$ cat src/rtl/iq_deframer_pkg.sv
package iq_deframer_pkg;

  localparam int unsigned GROUP_WORDS = 4;
  localparam int unsigned CYCLE_WORDS = 2 * GROUP_WORDS;
  localparam int unsigned ROLE_W      = $clog2(GROUP_WORDS);
  localparam int unsigned POS_W       = $clog2(CYCLE_WORDS);

  typedef enum logic [ROLE_W-1:0] {
    W_IHI = 2'd0,
    W_QHI = 2'd1,
    W_ILO = 2'd2,
    W_QLO = 2'd3
  } word_role_e;

endpackage

$ cat src/rtl/iq_deframer_sync.sv
module iq_deframer_sync
  import iq_deframer_pkg::*;
#(
  parameter int unsigned LOCK_HITS = 2
) (
  input  logic             clk_i,
  input  logic             rst_ni,
  input  logic             frame_i,
  input  logic             fps_i,
  output logic [POS_W-1:0] pos_o,
  output logic             aligned_o
);

  localparam int unsigned HIT_W = $clog2(LOCK_HITS + 1);

  logic             frame_q;
  logic             synced_q;
  logic             aligned_q;
  logic [POS_W-1:0] cnt_q;
  logic [HIT_W-1:0] hits_q;
  logic             rise;
  logic             on_grid;
  logic             resync;

  always_comb begin
    rise    = frame_i & ~frame_q;
    on_grid = fps_i ? (cnt_q[ROLE_W-1:0] == '0) : (cnt_q == '0);
    resync  = rise & (~synced_q | ~on_grid);
    pos_o   = resync ? '0 : cnt_q;
  end

  always_ff @(posedge clk_i or negedge rst_ni) begin
    if (!rst_ni) begin
      frame_q   <= 1'b0;
      synced_q  <= 1'b0;
      aligned_q <= 1'b0;
      cnt_q     <= '0;
      hits_q    <= '0;
    end else begin
      frame_q <= frame_i;
      cnt_q   <= pos_o + 1'b1;
      if (rise) begin
        if (resync) begin
          synced_q  <= 1'b1;
          hits_q    <= '0;
          aligned_q <= 1'b0;
        end else begin
          if (hits_q != HIT_W'(LOCK_HITS)) hits_q <= hits_q + 1'b1;
          if (hits_q >= HIT_W'(LOCK_HITS - 1)) aligned_q <= 1'b1;
        end
      end
    end
  end

  assign aligned_o = aligned_q;

endmodule

$ cat src/rtl/iq_deframer_asm.sv
module iq_deframer_asm
  import iq_deframer_pkg::*;
#(
  parameter int unsigned WORD_W = 6,
  localparam int unsigned SMP_W = 2 * WORD_W
) (
  input  logic              clk_i,
  input  logic              rst_ni,
  input  logic [WORD_W-1:0] word_i,
  input  logic [POS_W-1:0]  pos_i,
  output logic              done_o,
  output logic              slot_o,
  output logic [SMP_W-1:0]  smp_i_o,
  output logic [SMP_W-1:0]  smp_q_o
);

  word_role_e        role;
  logic [WORD_W-1:0] i_hi_q;
  logic [WORD_W-1:0] q_hi_q;
  logic [WORD_W-1:0] i_lo_q;

  assign role = word_role_e'(pos_i[ROLE_W-1:0]);

  always_ff @(posedge clk_i or negedge rst_ni) begin
    if (!rst_ni) begin
      i_hi_q <= '0;
      q_hi_q <= '0;
      i_lo_q <= '0;
    end else begin
      case (role)
        W_IHI:   i_hi_q <= word_i;
        W_QHI:   q_hi_q <= word_i;
        W_ILO:   i_lo_q <= word_i;
        default: ;
      endcase
    end
  end

  // Last word of a group completes Q combinationally.
  assign done_o  = (role == W_QLO);
  assign slot_o  = pos_i[POS_W-1];
  assign smp_i_o = {i_hi_q, i_lo_q};
  assign smp_q_o = {q_hi_q, word_i};

endmodule

$ cat src/rtl/iq_deframer_steer.sv
module iq_deframer_steer #(
  parameter int unsigned SMP_W = 12
) (
  input  logic             clk_i,
  input  logic             rst_ni,
  input  logic             dual_i,
  input  logic             fps_i,
  input  logic             aligned_i,
  input  logic             done_i,
  input  logic             slot_i,
  input  logic [SMP_W-1:0] smp_i_i,
  input  logic [SMP_W-1:0] smp_q_i,
  output logic             valid_o,
  output logic [SMP_W-1:0] i0_o,
  output logic [SMP_W-1:0] q0_o,
  output logic [SMP_W-1:0] i1_o,
  output logic [SMP_W-1:0] q1_o
);

  logic [SMP_W-1:0] stage_i_q;
  logic [SMP_W-1:0] stage_q_q;
  logic             commit_dual;
  logic             commit_single;

  always_comb begin
    commit_dual   = aligned_i & done_i & dual_i & slot_i;
    commit_single = aligned_i & done_i & ~dual_i & (fps_i | ~slot_i);
  end

  always_ff @(posedge clk_i or negedge rst_ni) begin
    if (!rst_ni) begin
      stage_i_q <= '0;
      stage_q_q <= '0;
      valid_o   <= 1'b0;
      i0_o      <= '0;
      q0_o      <= '0;
      i1_o      <= '0;
      q1_o      <= '0;
    end else begin
      valid_o <= commit_dual | commit_single;
      if (done_i && !slot_i) begin
        stage_i_q <= smp_i_i;
        stage_q_q <= smp_q_i;
      end
      if (commit_dual) begin
        i0_o <= stage_i_q;
        q0_o <= stage_q_q;
        i1_o <= smp_i_i;
        q1_o <= smp_q_i;
      end else if (commit_single) begin
        i0_o <= smp_i_i;
        q0_o <= smp_q_i;
        i1_o <= smp_i_i;
        q1_o <= smp_q_i;
      end
    end
  end

endmodule

$ cat src/rtl/iq_deframer.sv
module iq_deframer
  import iq_deframer_pkg::*;
#(
  parameter int unsigned          WORD_W    = 6,
  parameter logic [WORD_W-1:0]    DATA_INV  = '0,
  parameter logic                 FRAME_INV = 1'b0,
  parameter int unsigned          LOCK_HITS = 2,
  localparam int unsigned         SMP_W     = 2 * WORD_W
) (
  input  logic              clk_i,
  input  logic              rst_ni,
  input  logic              dual_i,
  input  logic              frame_per_sample_i,
  input  logic [WORD_W-1:0] data_i,
  input  logic              frame_i,
  output logic              aligned_o,
  output logic              valid_o,
  output logic [SMP_W-1:0]  i0_o,
  output logic [SMP_W-1:0]  q0_o,
  output logic [SMP_W-1:0]  i1_o,
  output logic [SMP_W-1:0]  q1_o
);

  logic [WORD_W-1:0] data_c;
  logic              frame_c;
  logic [POS_W-1:0]  pos;
  logic              done;
  logic              slot;
  logic [SMP_W-1:0]  smp_i;
  logic [SMP_W-1:0]  smp_q;

  for (genvar b = 0; b < WORD_W; b++) begin : g_inv
    assign data_c[b] = data_i[b] ^ DATA_INV[b];
  end
  assign frame_c = frame_i ^ FRAME_INV;

  iq_deframer_sync #(
    .LOCK_HITS (LOCK_HITS)
  ) u_sync (
    .clk_i     (clk_i),
    .rst_ni    (rst_ni),
    .frame_i   (frame_c),
    .fps_i     (frame_per_sample_i),
    .pos_o     (pos),
    .aligned_o (aligned_o)
  );

  iq_deframer_asm #(
    .WORD_W (WORD_W)
  ) u_asm (
    .clk_i   (clk_i),
    .rst_ni  (rst_ni),
    .word_i  (data_c),
    .pos_i   (pos),
    .done_o  (done),
    .slot_o  (slot),
    .smp_i_o (smp_i),
    .smp_q_o (smp_q)
  );

  iq_deframer_steer #(
    .SMP_W (SMP_W)
  ) u_steer (
    .clk_i     (clk_i),
    .rst_ni    (rst_ni),
    .dual_i    (dual_i),
    .fps_i     (frame_per_sample_i),
    .aligned_i (aligned_o),
    .done_i    (done),
    .slot_i    (slot),
    .smp_i_i   (smp_i),
    .smp_q_i   (smp_q),
    .valid_o   (valid_o),
    .i0_o      (i0_o),
    .q0_o      (q0_o),
    .i1_o      (i1_o),
    .q1_o      (q1_o)
  );

endmodule

$ cat config.mk
export PLATFORM = sky130hd
export DESIGN_NAME = iq_deframer
export DESIGN_NICKNAME = d
export VERILOG_FILES = /design/src/rtl/iq_deframer_pkg.sv /design/src/rtl/iq_deframer_sync.sv /design/src/rtl/iq_deframer_asm.sv /design/src/rtl/iq_deframer_steer.sv /design/src/rtl/iq_deframer.sv
export SDC_FILE = /design/constraint.sdc
export NUM_CORES = 1
export LEC_CHECK = 0
export CAP_MARGIN = 20
export CORE_MARGIN = 1
export CORE_UTILIZATION = 45
export CTS_CLUSTER_DIAMETER = 30
export CTS_CLUSTER_SIZE = 16
export DETAILED_ROUTE_END_ITERATION = 10
export GPL_TIMING_DRIVEN = 0
export PLACE_DENSITY = 0.76
export SYNTH_ARGS = -nofsm -noshare
export SYNTH_HDL_FRONTEND = slang
export SYNTH_SLANG_ARGS = --single-unit
$ cat constraint.sdc
create_clock -name clk_i -period 2.3 [get_ports clk_i]
set_input_delay 0.69 -clock clk_i [delete_from_list [all_inputs] [get_ports clk_i]]
set_output_delay 0.69 -clock clk_i [all_outputs]
set_load 0.02 [all_outputs]
==> results.md, run 1 <==
- Status: complete, but fails checks
- Failing checks: DRC
- Finished Core Util: 60.5%
- Main combinational cell family by area after synthesis: multiplexers
- Slew headroom: just over 70%
- Clk_skew: 0.00864 ns
- Post-synth EDFFs: 0
- Synth Instances: 294
- Synth unique cells: 29
- First-pass GRT wire length: 13.8 mm
- Routed Antenna Nets: 0
- IO Port Bufs: 60
- CP Class: primary input to register
- Via density: 5.25
- Core footprint: 0.00881 mm^2
- P_leak: around 2.4 nW
- Critical Path Slowest Stage Cell: dlygate4sd2_1
- Peak supply drop: 0.000718 V
- Syn-to-layout area delta: 28.9%
- # IOs: 61
- DRC Markers: 6
- Post-route setup TNS: 0 ns
- Max Buffers Root-to-Sink: 2
- Initial antenna violation count: 0
- Clock power frac: 16.8%
- Max Fanout on Critical Path: 6
- Clk Latency, worst-skew pair: 0.36 ns
- Compound-Gate Fraction of Synth Area: a little under 5%
- Switch Pwr: 0.00224 W
- Sink Count: 99
- Period utilisation layout: 98.2%
- Post-synth ARST share: 100%
- Max stage delay on crit path: 0.28 ns
- Simple-gate portion of the synthesized area: 4.60%
- CP top delay family: buffers and inverters
- DR vias: 2562
- Power Internal: 0.00456 W
- Crit path time final: 2.26 ns
- Total Nets Final: 394
- Slew Viols, Final: 0
- Dpl ws: -0.963 ns
- Vias in the first global route: 2679
- Die X: roughly 100 um
- Power, Total: slightly below 0.007 W
- Largest cells by area after synthesis: dfrtp_1, mux2_2, mux2_4, mux2i_1, a21oi_1
- Critical Path RT: 2.55 ns
- Synth Flop Type: dfrtp_1
- Synth area leader: dfrtp_1
- # diodes: 0
- Placer congestion estimate: 0.712
- Grt ovf: 0
- Flop2flop setup slack: 0.27 ns
- Clk root buf: clkbuf_8
- RSZ-0062 raised after global routing: false
- F_max: roughly 440 MHz
- Dpl hpwl: 5.64 mm
- GR Util All Layers: 18.7%
- Synth Area per Inst: between 10 and 15 um^2
- Net Sw Frac: between 30 and 40%
- Hold buffer count at CTS: 0
- Adder-cell share of the synthesized area: 2.12%
- Drt pass-1 iters: 8
- CP Launch Type: primary input
- Sequential Power Share: 44.8%
- CP cell instances: dlygate4sd2_1, nand2b_4, buf_8, and2_4, ha_4, nand2_4, a221oi_4, o21ai_4, clkbuf_16, mux2_4
- Seq/Total Area, Yosys: 59.9%
- Mapped Area: slightly above 0.004 mm^2
- FP Rows: 34
- PwrDens: 1270 mW/mm^2
- Wire length per cell: 17.4 um
- Clock slew seen by the registers of the worst setup and hold paths: 0.09 ns
- CTS H-Tree Depth: 3
- Synthesis-stage register bit count: 99
- Setup violators final: 0
- Share of the synthesized area in the top cell type: approximately 60%
- Initial core utilization: a little under half
- Largest net degree at the start of global routing: 76
- Dpl cells: 463
- Worst hold path type: primary input to asynchronous set/reset pin
- Buffers & Inverters on Critical Path: 3
- Worst setup EP type: register
- Warnings, synthesis: 0
- Net count after synthesis: 312
- Mux cell area share after synthesis: 25.5%
- XOR/XNOR Fraction of Synth Area: 0%
- Die area: 0.00957 mm^2
- Final Hold Vio Count: 0
- Gate power share: approximately two fifths
- Cts bufs inserted: 9
- Final wirelength: ~8.5 mm
- TritonCTS clock tree: built
- Max-cap violations: 0
- Share of cells above drive strength 1: a little under a third
- Iter 0 DRT Violations: approximately 130
- Non-filler cells, final: 488
- Die height: around 98 um
- Tightest Pin Transition: 0.421 ns
- Setup ws final: 0.0422 ns
- Critical Path AT: 2.50 ns
[synth_stat cells, types with 2 or more instances]
cell,n
a21oi_1,26
buf_1,2
buf_4,2
buf_6,3
clkbuf_1,8
dfrtp_1,99
ha_1,7
inv_1,8
mux2_2,47
mux2_4,19
mux2i_1,24
nand2_1,2
nand2b_1,2
nand3_1,2
nor2_1,27
o21ai_0,3
[metrics by stage]
step | instance area, um^2 | hold slack (ns)
6_report | 5330 | 0.228
5_1_grt | 5330 | 0.241
4_1_cts | 5190 | 0.226
3_5_place_dp | 4920 | 0.496
3_3_place_gp | 4890 | 0.458
2_1_floorplan | 4160 | 0.394
[timing repair]
item,CTS,global route
gates cloned,1,2
pin swaps,2,2
setup endpoints to repair,85,48
resized for setup,16,13
setup buffers,4,4
[area by class of cell]
type	count	area, um^2
Fill cell	663	3480
Sequential cell	99	2480
Multi-Input combinational cell	171	1590
Timing Repair Buffer	72	752
Clock buffer	11	151
Buffer	15	140
Tap cell	108	135
Clock inverter	4	50.0
Inverter	8	30.0
[power by group through the flow]
stage	sequential, W	clock, W	combinational, W
5_1_grt	0.00316	0.00122	0.00279
3_3_place_gp	0.00304	0	0.00248
2_1_floorplan	0.00340	0	0.00108
4_1_cts	0.00304	0.00116	0.00260
3_5_place_dp	0.00306	0	0.00256
6_report	0.00304	0.00114	0.00261
[worst paths after layout]
kind | cells past startpoint | to | startpoint
min reg2reg | 1 | u_steer.stage_q_q[6] | u_steer.stage_q_q[6]
min in group clk_i | 1 | u_steer.stage_q_q[6] | u_steer.stage_q_q[6]
max in group asynchronous | 2 | u_steer.q1_o[5] | rst_ni
min | 1 | u_steer.q1_o[0] | rst_ni
max reg2reg | 9 | u_steer.q1_o[6] | u_sync.frame_q
max | 10 | u_steer.q1_o[6] | frame_i
[flip-flops by register name, summed over array words and instances, names as in the netlist, 3 cells and up]
name and cells:
u_steer.i1_o 12, u_sync.cnt_q 3, u_asm.q_hi_q 6, u_asm.i_hi_q 6, u_steer.i0_o 12, u_steer.q0_o 12
u_asm.i_lo_q 6, u_steer.stage_q_q 12, u_steer.q1_o 12, u_steer.stage_i_q 12
[cells in the final DEF (no fill, tap or decap), types with 7 or more instances in the layout]
cell,n
mux2_4,19
buf_4,11
clkbuf_8,11
a21oi_1,26
clkdlybuf4s50_1,57
nor2_1,27
dfrtp_1,99
mux2_2,47
mux2i_1,24
inv_1,7
[layer usage]
layer	share of wire (%)	global-route usage, %
met1	46	24.8
met2	49	29.7
met3	3.4	3.94
met4	1.6	8.51
met5	0	0
[cell families after synthesis]
family	count (synthesis)
flip-flops	99
buffers and inverters	24
AND/OR/NAND/NOR	40
adder cells (fa/ha/maj)	7
AO/OA/AOI/OAI	34
multiplexers	90
(Power assumes the default switching activity.)
==> run 2: changes to the inputs <==
--- a/config.mk
+++ b/config.mk
@@ -12,7 +12,7 @@
 export CTS_CLUSTER_SIZE = 16
 export DETAILED_ROUTE_END_ITERATION = 10
 export GPL_TIMING_DRIVEN = 0
-export PLACE_DENSITY = 0.76
+export PLACE_DENSITY = 0.73
 export SYNTH_ARGS = -nofsm -noshare
 export SYNTH_HDL_FRONTEND = slang
 export SYNTH_SLANG_ARGS = --single-unit
==> constraint.sdc (replaced) <==
create_clock -name clk_i -period 2.6 [get_ports clk_i]
set_input_delay 0.78 -clock clk_i [delete_from_list [all_inputs] [get_ports clk_i]]
set_output_delay 0.78 -clock clk_i [all_outputs]
set_load 0.02 [all_outputs]
==> run 2 against run 1 <==
The run still ends with DRC left; first-iteration DRC count down 32%; clock-buffer cell count unchanged; sequential power down 11%; sequential share of layout area up 0.97 points; setup slack better by 0.049 ns; sequential cell count unchanged; design area down 2.0%; power down 13%; clock skew down 0.0024 ns; worst hold slack better by 0.19 ns; final cell count down 0.82%; largest cell class unchanged; largest power group unchanged.
==> results.md, run 2 (synthesis results as in run 1) <==
- DRC Markers: 8 (+2)
- Finished Cell Area: 0.00522 mm^2 (-2.0%)
- Wire length per cell: 16.9 um (-2.7%)
- Power, Total: 0.00592 W (-13%)
- Setup violators final: 0 (unchanged)
- Via density: 5.26 (+0.28%)
- Worst setup EP type: register
- IO Port Bufs: 60 (unchanged)
- Crit path time final: approximately 2.5 ns
- Sink Count: 99 (unchanged)
- Tightest Pin Transition: 0.582 ns (+0.161 ns)
- Clk Latency, worst-skew pair: 0.35 ns (about the same)
- Critical Path RT: 2.84 ns (+0.29 ns)
- Critical Path AT: 2.75 ns (+0.25 ns)
- Clock slew seen by the registers of the worst setup and hold paths: 0.09 ns (about the same)
- PwrDens: 1130 mW/mm^2 (-11%)
- DR vias: 2548 (-0.55%)
- CP Launch Type: primary input
- Worst hold path type: primary input to asynchronous set/reset pin
- Grt ovf: 0 (unchanged)
- Slew headroom: 61.2% (-11 points)
- Final wirelength: 8.18 mm (-3.5%)
- First-pass GRT wire length: 13.7 mm (-0.20%)
- Hold buffer count at CTS: 0 (unchanged)
- Initial antenna violation count: 0 (unchanged)
- Status: complete, but fails checks
- Most frequent cells in the layout: dfrtp_1, clkdlybuf4s50_1, mux2_2, nor2_1, a21oi_1
- Commonest non-fill, non-tap cell in the layout: dfrtp_1
- Clk_skew: 0.00623 ns (-0.00241 ns)
- Routed Antenna Nets: 0 (unchanged)
- # diodes: 0 (unchanged)
- Die X: 97.8 um (unchanged)
- Dpl hpwl: 5.47 mm (-3.2%)
- Placer congestion estimate: 0.718 (+0.81%)
- Fillers: 718 (+8.3%)
- R2R cell count: 11 (+2)
- Failing checks: DRC
- Die height: 97.8 um (unchanged)
- Cts bufs inserted: 9 (unchanged)
- Vias in the first global route: 2600 (-2.9%)
- Max Fanout on Critical Path: 10 (+4)
- GR Util All Layers: 18.7% (-0.060 points)
- R2R Path Start: u_sync.frame_q
- Share of cells above drive strength 1: 29.0% (-1.8 points)
- CP Class: primary input to register
- Max Buffers Root-to-Sink: 2 (unchanged)
- DP Area: 0.00489 mm^2 (-0.46%)
- F_max: 399 MHz
- Syn-to-layout area delta: 26.3%
- Final Hold Vio Count: 0 (unchanged)
- Period utilisation layout: 96.5%
- Slew Viols, Final: 0 (unchanged)
- Peak supply drop: 0.000541 V (-25%)
- Total Nets Final: 390 (-1.0%)
- Die area: 0.00957 mm^2 (unchanged)
- Drt pass-1 iters: 8 (unchanged)
- FP Rows: 34 (unchanged)
- Hold_ws: 0.418 ns (+0.190 ns)
- Worst setup path start: frame_i
- Finished Core Util: 59.3% (-1.2 points)
- # IOs: 61 (unchanged)
- Clk root buf: clkbuf_8
- Largest net degree at the start of global routing: 56 (-26%)
- Core footprint: 0.00881 mm^2 (unchanged)
- Max-cap violations: 0 (unchanged)
- Initial core utilization: 46.9% (unchanged)
- P_leak: 2.32 nW (-3.3%)
- CTS H-Tree Depth: 3 (unchanged)
- Iter 0 DRT Violations: 86 (-32%)
- TritonCTS clock tree: built
## run 2: timing repair
action	in CTS	in global routing
pin swaps	1	2
resized for setup	23	6
cloned	0	1
setup buffers	4	2
endpoints found under the setup margin	64	68
## run 2: report_power, final
part / total [W] / leakage, nW / internal [W] / switching (W)
Clock: 0.000940 / 0.0898 / 0.000443 / 0.000498
Sequential: 0.00270 / 1.22 / 0.00223 / 0.000472
Combinational: 0.00228 / 1.01 / 0.00130 / 0.000980
Total: 0.00592 / 2.32 / 0.00397 / 0.00195
## run 2: final timing paths
kind	slack [ns]	to
setup / recovery	0.09	u_steer.i0_o[1]
hold / removal	0.42	u_steer.i1_o[8]
setup reg to reg	0.58	u_steer.i0_o[1]
hold reg to reg	0.49	u_sync.synced_q
max in group asynchronous	1.51	u_steer.i1_o[11]
min in group clk_i	0.49	u_sync.synced_q
## run 2: cell type report
| class | count | area [um^2] | area share, % |
|---|---|---|---|
| sequential | 99 | 2480 | 47.4 |
| clock buffer | 11 | 131 | 2.52 |
| tap | 108 | 135 | 2.59 |
| clock inverter | 4 | 51.3 | 0.983 |
| timing repair buffer | 68 | 678 | 13.0 |
| inverter | 8 | 30.0 | 0.575 |
| multi-input combinational | 171 | 1570 | 30.1 |
| buffer | 15 | 144 | 2.76 |
## run 2: worst max-delay path, stage by stage
cell	delay (ns)
clkdlybuf4s50_1	0.43
nand2b_1	0.12
buf_6	0.14
nand2_2	0.10
inv_2	0.09
ha_4	0.14
nand2_2	0.08
a211oi_4	0.20
buf_4	0.19
buf_8	0.17
mux2i_1	0.21
a21oi_1	0.09
## run 2: per-stage QoR
step	TNS [ns]	std cells	worst slack [ns]
after CTS	0	481	0.00918
after floorplan	0	294	0.0159
after global routing	-0.00477	484	-0.00266
final	0	484	0.0914
after global placement	-331.51	462	-2.87
after detailed placement	-53.67	463	-0.936
## run 2: metal layers
layer / routed length (um) / track usage (%) / vias to the layer above
met2: 3870 / 29.0 / 51
met5: 0 / 0 / -
met4: 146 / 8.04 / 0
met1: 3950 / 26.1 / 1311
li1: - / - / 1173
met3: 224 / 3.08 / 13
==> run 3: changes to the inputs <==
--- a/config.mk
+++ b/config.mk
@@ -13,6 +13,7 @@
 export DETAILED_ROUTE_END_ITERATION = 10
 export GPL_TIMING_DRIVEN = 0
 export PLACE_DENSITY = 0.73
+export SKIP_CTS_REPAIR_TIMING = 1
 export SYNTH_ARGS = -nofsm -noshare
 export SYNTH_HDL_FRONTEND = slang
 export SYNTH_SLANG_ARGS = --single-unit
==> run 3 against run 2 <==
The run still ends with DRC left; design area grew 0.12%; die area unchanged; register-to-register slack lost 0.02 ns; power is 0.18% lower; via count rose by 0.39%; maximum frequency is 1.2% lower; critical path type unchanged; critical endpoint is now u_steer.q1_o[8]; highest routed layer unchanged.
==> results.md, run 3 (synthesis results as in run 1) <==
- Power Internal: 0.00396 W (-0.12%)
- Commonest non-fill, non-tap cell in the layout: dfrtp_1
- Clk_skew: 0.00657 ns (+0.000343 ns)
- Clk Latency, worst-skew pair: 0.36 ns (about the same)
- Max Buffers Root-to-Sink: 2 (unchanged)
- Routed Antenna Nets: 0 (unchanged)
- Slew Viols, Final: 0 (unchanged)
- Vias in the first global route: 2555 (-1.7%)
- Fillers: 711 (-0.97%)
- CTS H-Tree Depth: 3 (unchanged)
- Period utilisation layout: 97.6% (+1.1 points)
- DRC Markers: 8 (unchanged)
- Clk root buf: clkbuf_8
- Worst setup EP type: register
- Via density: 5.25 (-0.23%)
- Critical Path AT: 2.79 ns (+0.04 ns)
- Die height: 97.8 um (unchanged)
- Routed wl met2: 3.89 mm (+0.60%)
- F_max: 394 MHz (-1.2%)
- Drt pass-1 iters: 7 (-1)
- Met3 wire len: 279 um (+25%)
- Placer congestion estimate: 0.718 (unchanged)
- Failing checks: DRC
- Clock slew seen by the registers of the worst setup and hold paths: 0.09 ns (about the same)
- Final Hold Vio Count: 0 (unchanged)
- CP Launch Type: primary input
- Sequential Power Share: 45.7% (about the same)
- Setup ws final: 0.0616 ns (-0.0298 ns)
- Initial core utilization: 46.9% (unchanged)
- Peak supply drop: 0.000542 V (+0.12%)
- Max Fanout on Critical Path: 10 (unchanged)
- Dpl cells: 463 (unchanged)
- Clock power frac: 15.9% (about the same)
- Dpl hpwl: 5.47 mm (unchanged)
- Final wirelength: 8.15 mm (-0.39%)
- Critical Path Slowest Stage Cell: clkdlybuf4s50_1
- CP top delay family: buffers and inverters
- Slew headroom: 61.4% (+0.20 points)
- Most frequent cells in the layout: dfrtp_1, clkdlybuf4s50_1, mux2_2, nor2_1, a21oi_1
- CP cell instances: clkdlybuf4s50_1, nand2b_1, buf_6, nand2_2, inv_2, ha_2, nand2_2, a221oi_4, o21ai_4, buf_6, mux2_4
- Cts bufs inserted: 9 (unchanged)
- R2R cell count: 10 (-1)
- Net Sw Frac: 32.9% (-0.041 points)
- Iter 0 DRT Violations: 84 (-2.3%)
- Dpl ws: -0.936 ns (unchanged)
- Buffers & Inverters on Critical Path: 4 (-1)
- Setup violators final: 0 (unchanged)
- Die area: 0.00957 mm^2 (unchanged)
- P_leak: 2.33 nW (+0.45%)
- FP Rows: 34 (unchanged)
- DP Area: 0.00489 mm^2 (unchanged)
- Gate power share: 38.4% (about the same)
- CP Class: primary input to register
- Grt ovf: 0 (unchanged)
- Tightest Pin Transition: 0.579 ns (-0.00294 ns)
- Worst hold path type: primary input to asynchronous set/reset pin
- First-pass GRT wire length: 13.5 mm (-1.9%)
- Largest net degree at the start of global routing: 56 (unchanged)
- DR vias: 2558 (+0.39%)
- IO Port Bufs: 60 (unchanged)
- Critical path depth: 11 (-1)
- TritonCTS clock tree: built
- Syn-to-layout area delta: 26.5%
- Total Nets Final: 393 (+0.77%)
- Share of cells above drive strength 1: 29.8% (+0.83 points)
- Status: complete, but fails checks
- Met1 Routed Length: 3.84 mm (-2.8%)
- Crit path time final: 2.54 ns (+0.0298 ns)
- Core footprint: 0.00881 mm^2 (unchanged)
- Finished Cell Area: 0.00523 mm^2 (+0.12%)
- GR Util All Layers: 18.3% (-0.35 points)
- Max stage delay on crit path: 0.43 ns (about the same)
- Critical Path RT: 2.85 ns (about the same)
- Wire length per cell: 16.7 um (-1.0%)
- # diodes: 0 (unchanged)
- Initial antenna violation count: 0 (unchanged)
- PwrDens: 1130 mW/mm^2 (-0.30%)
- Max-cap violations: 0 (unchanged)
- Non-filler cells, final: 487 (+0.62%)
- Top Layer Used: met4
- # IOs: 61 (unchanged)
- Sink Count: 99 (unchanged)
- Switch Pwr: 0.00194 W (-0.31%)
- Die X: 97.8 um (unchanged)
[run 3: cell count changes in the layout (fill, tap and decap cells not counted)]
cell,previous run,this run
buf_4,11,12
ha_1,6,5
clkbuf_8,11,9
ha_4,1,0
ha_2,0,2
clkbuf_4,0,2
buf_6,2,5
buf_8,2,1
[run 3: area by class of cell]
| class | count | area [um^2] | area share, % |
|---|---|---|---|
| Buffer | 15 | 131 | 2.51 |
| Multi-Input combinational cell | 171 | 1570 | 30.0 |
| Clock inverter | 4 | 51.3 | 0.981 |
| Sequential cell | 99 | 2480 | 47.4 |
| Inverter | 8 | 30.0 | 0.574 |
| Timing Repair Buffer | 71 | 704 | 13.5 |
| Clock buffer | 11 | 131 | 2.51 |
| Tap cell | 108 | 135 | 2.58 |
[run 3: layer usage]
layer	up-vias	global-route usage, %
met2	57	28.1
li1	1176	-
met3	11	2.93
met4	0	8.04
met1	1314	25.9
met5	-	0
[run 3: power groups by stage]
stage,logic [W],clock network [W],registers [W]
5_1_grt,0.00242,0.00103,0.00280
6_report,0.00227,0.000942,0.00270
3_5_place_dp,0.00225,0,0.00272
3_3_place_gp,0.00219,0,0.00270
2_1_floorplan,0.000949,0,0.00301
4_1_cts,0.00225,0.000975,0.00270
[run 3: final timing paths]
kind / to / slack, ns / from
min in group clk_i: u_sync.synced_q / 0.50 / u_sync.synced_q
worst max-delay path: u_steer.q1_o[8] / 0.06 / frame_i
worst min register to register: u_sync.synced_q / 0.50 / u_sync.synced_q
worst min-delay path: u_steer.i1_o[8] / 0.42 / rst_ni
worst max register to register: u_steer.q1_o[8] / 0.56 / u_sync.frame_q
max in group asynchronous: u_steer.i1_o[11] / 1.52 / rst_ni
[run 3: through the flow]
step / power [W] / util, % / hold WS [ns] / setup TNS (ns)
2_1_floorplan: 0.00396 / - / 0.440 / 0
3_3_place_gp: 0.00489 / 55.3 / 0.458 / -331.51
3_5_place_dp: 0.00497 / 55.6 / 0.464 / -53.67
4_1_cts: 0.00593 / 57.7 / 0.428 / -22.81
5_1_grt: 0.00625 / 59.4 / 0.462 / -0.322
6_report: 0.00591 / 59.4 / 0.416 / 0
[run 3: worst register-to-register path, cell delays in order (launching register included)]
cell and delay (ns):
dfrtp_1 0.34, nand2b_1 0.14, buf_6 0.14, nand2_2 0.10
inv_2 0.08, ha_2 0.20, nand2_2 0.09, a221oi_4 0.23
o21ai_4 0.14, buf_6 0.18, mux2_4 0.31
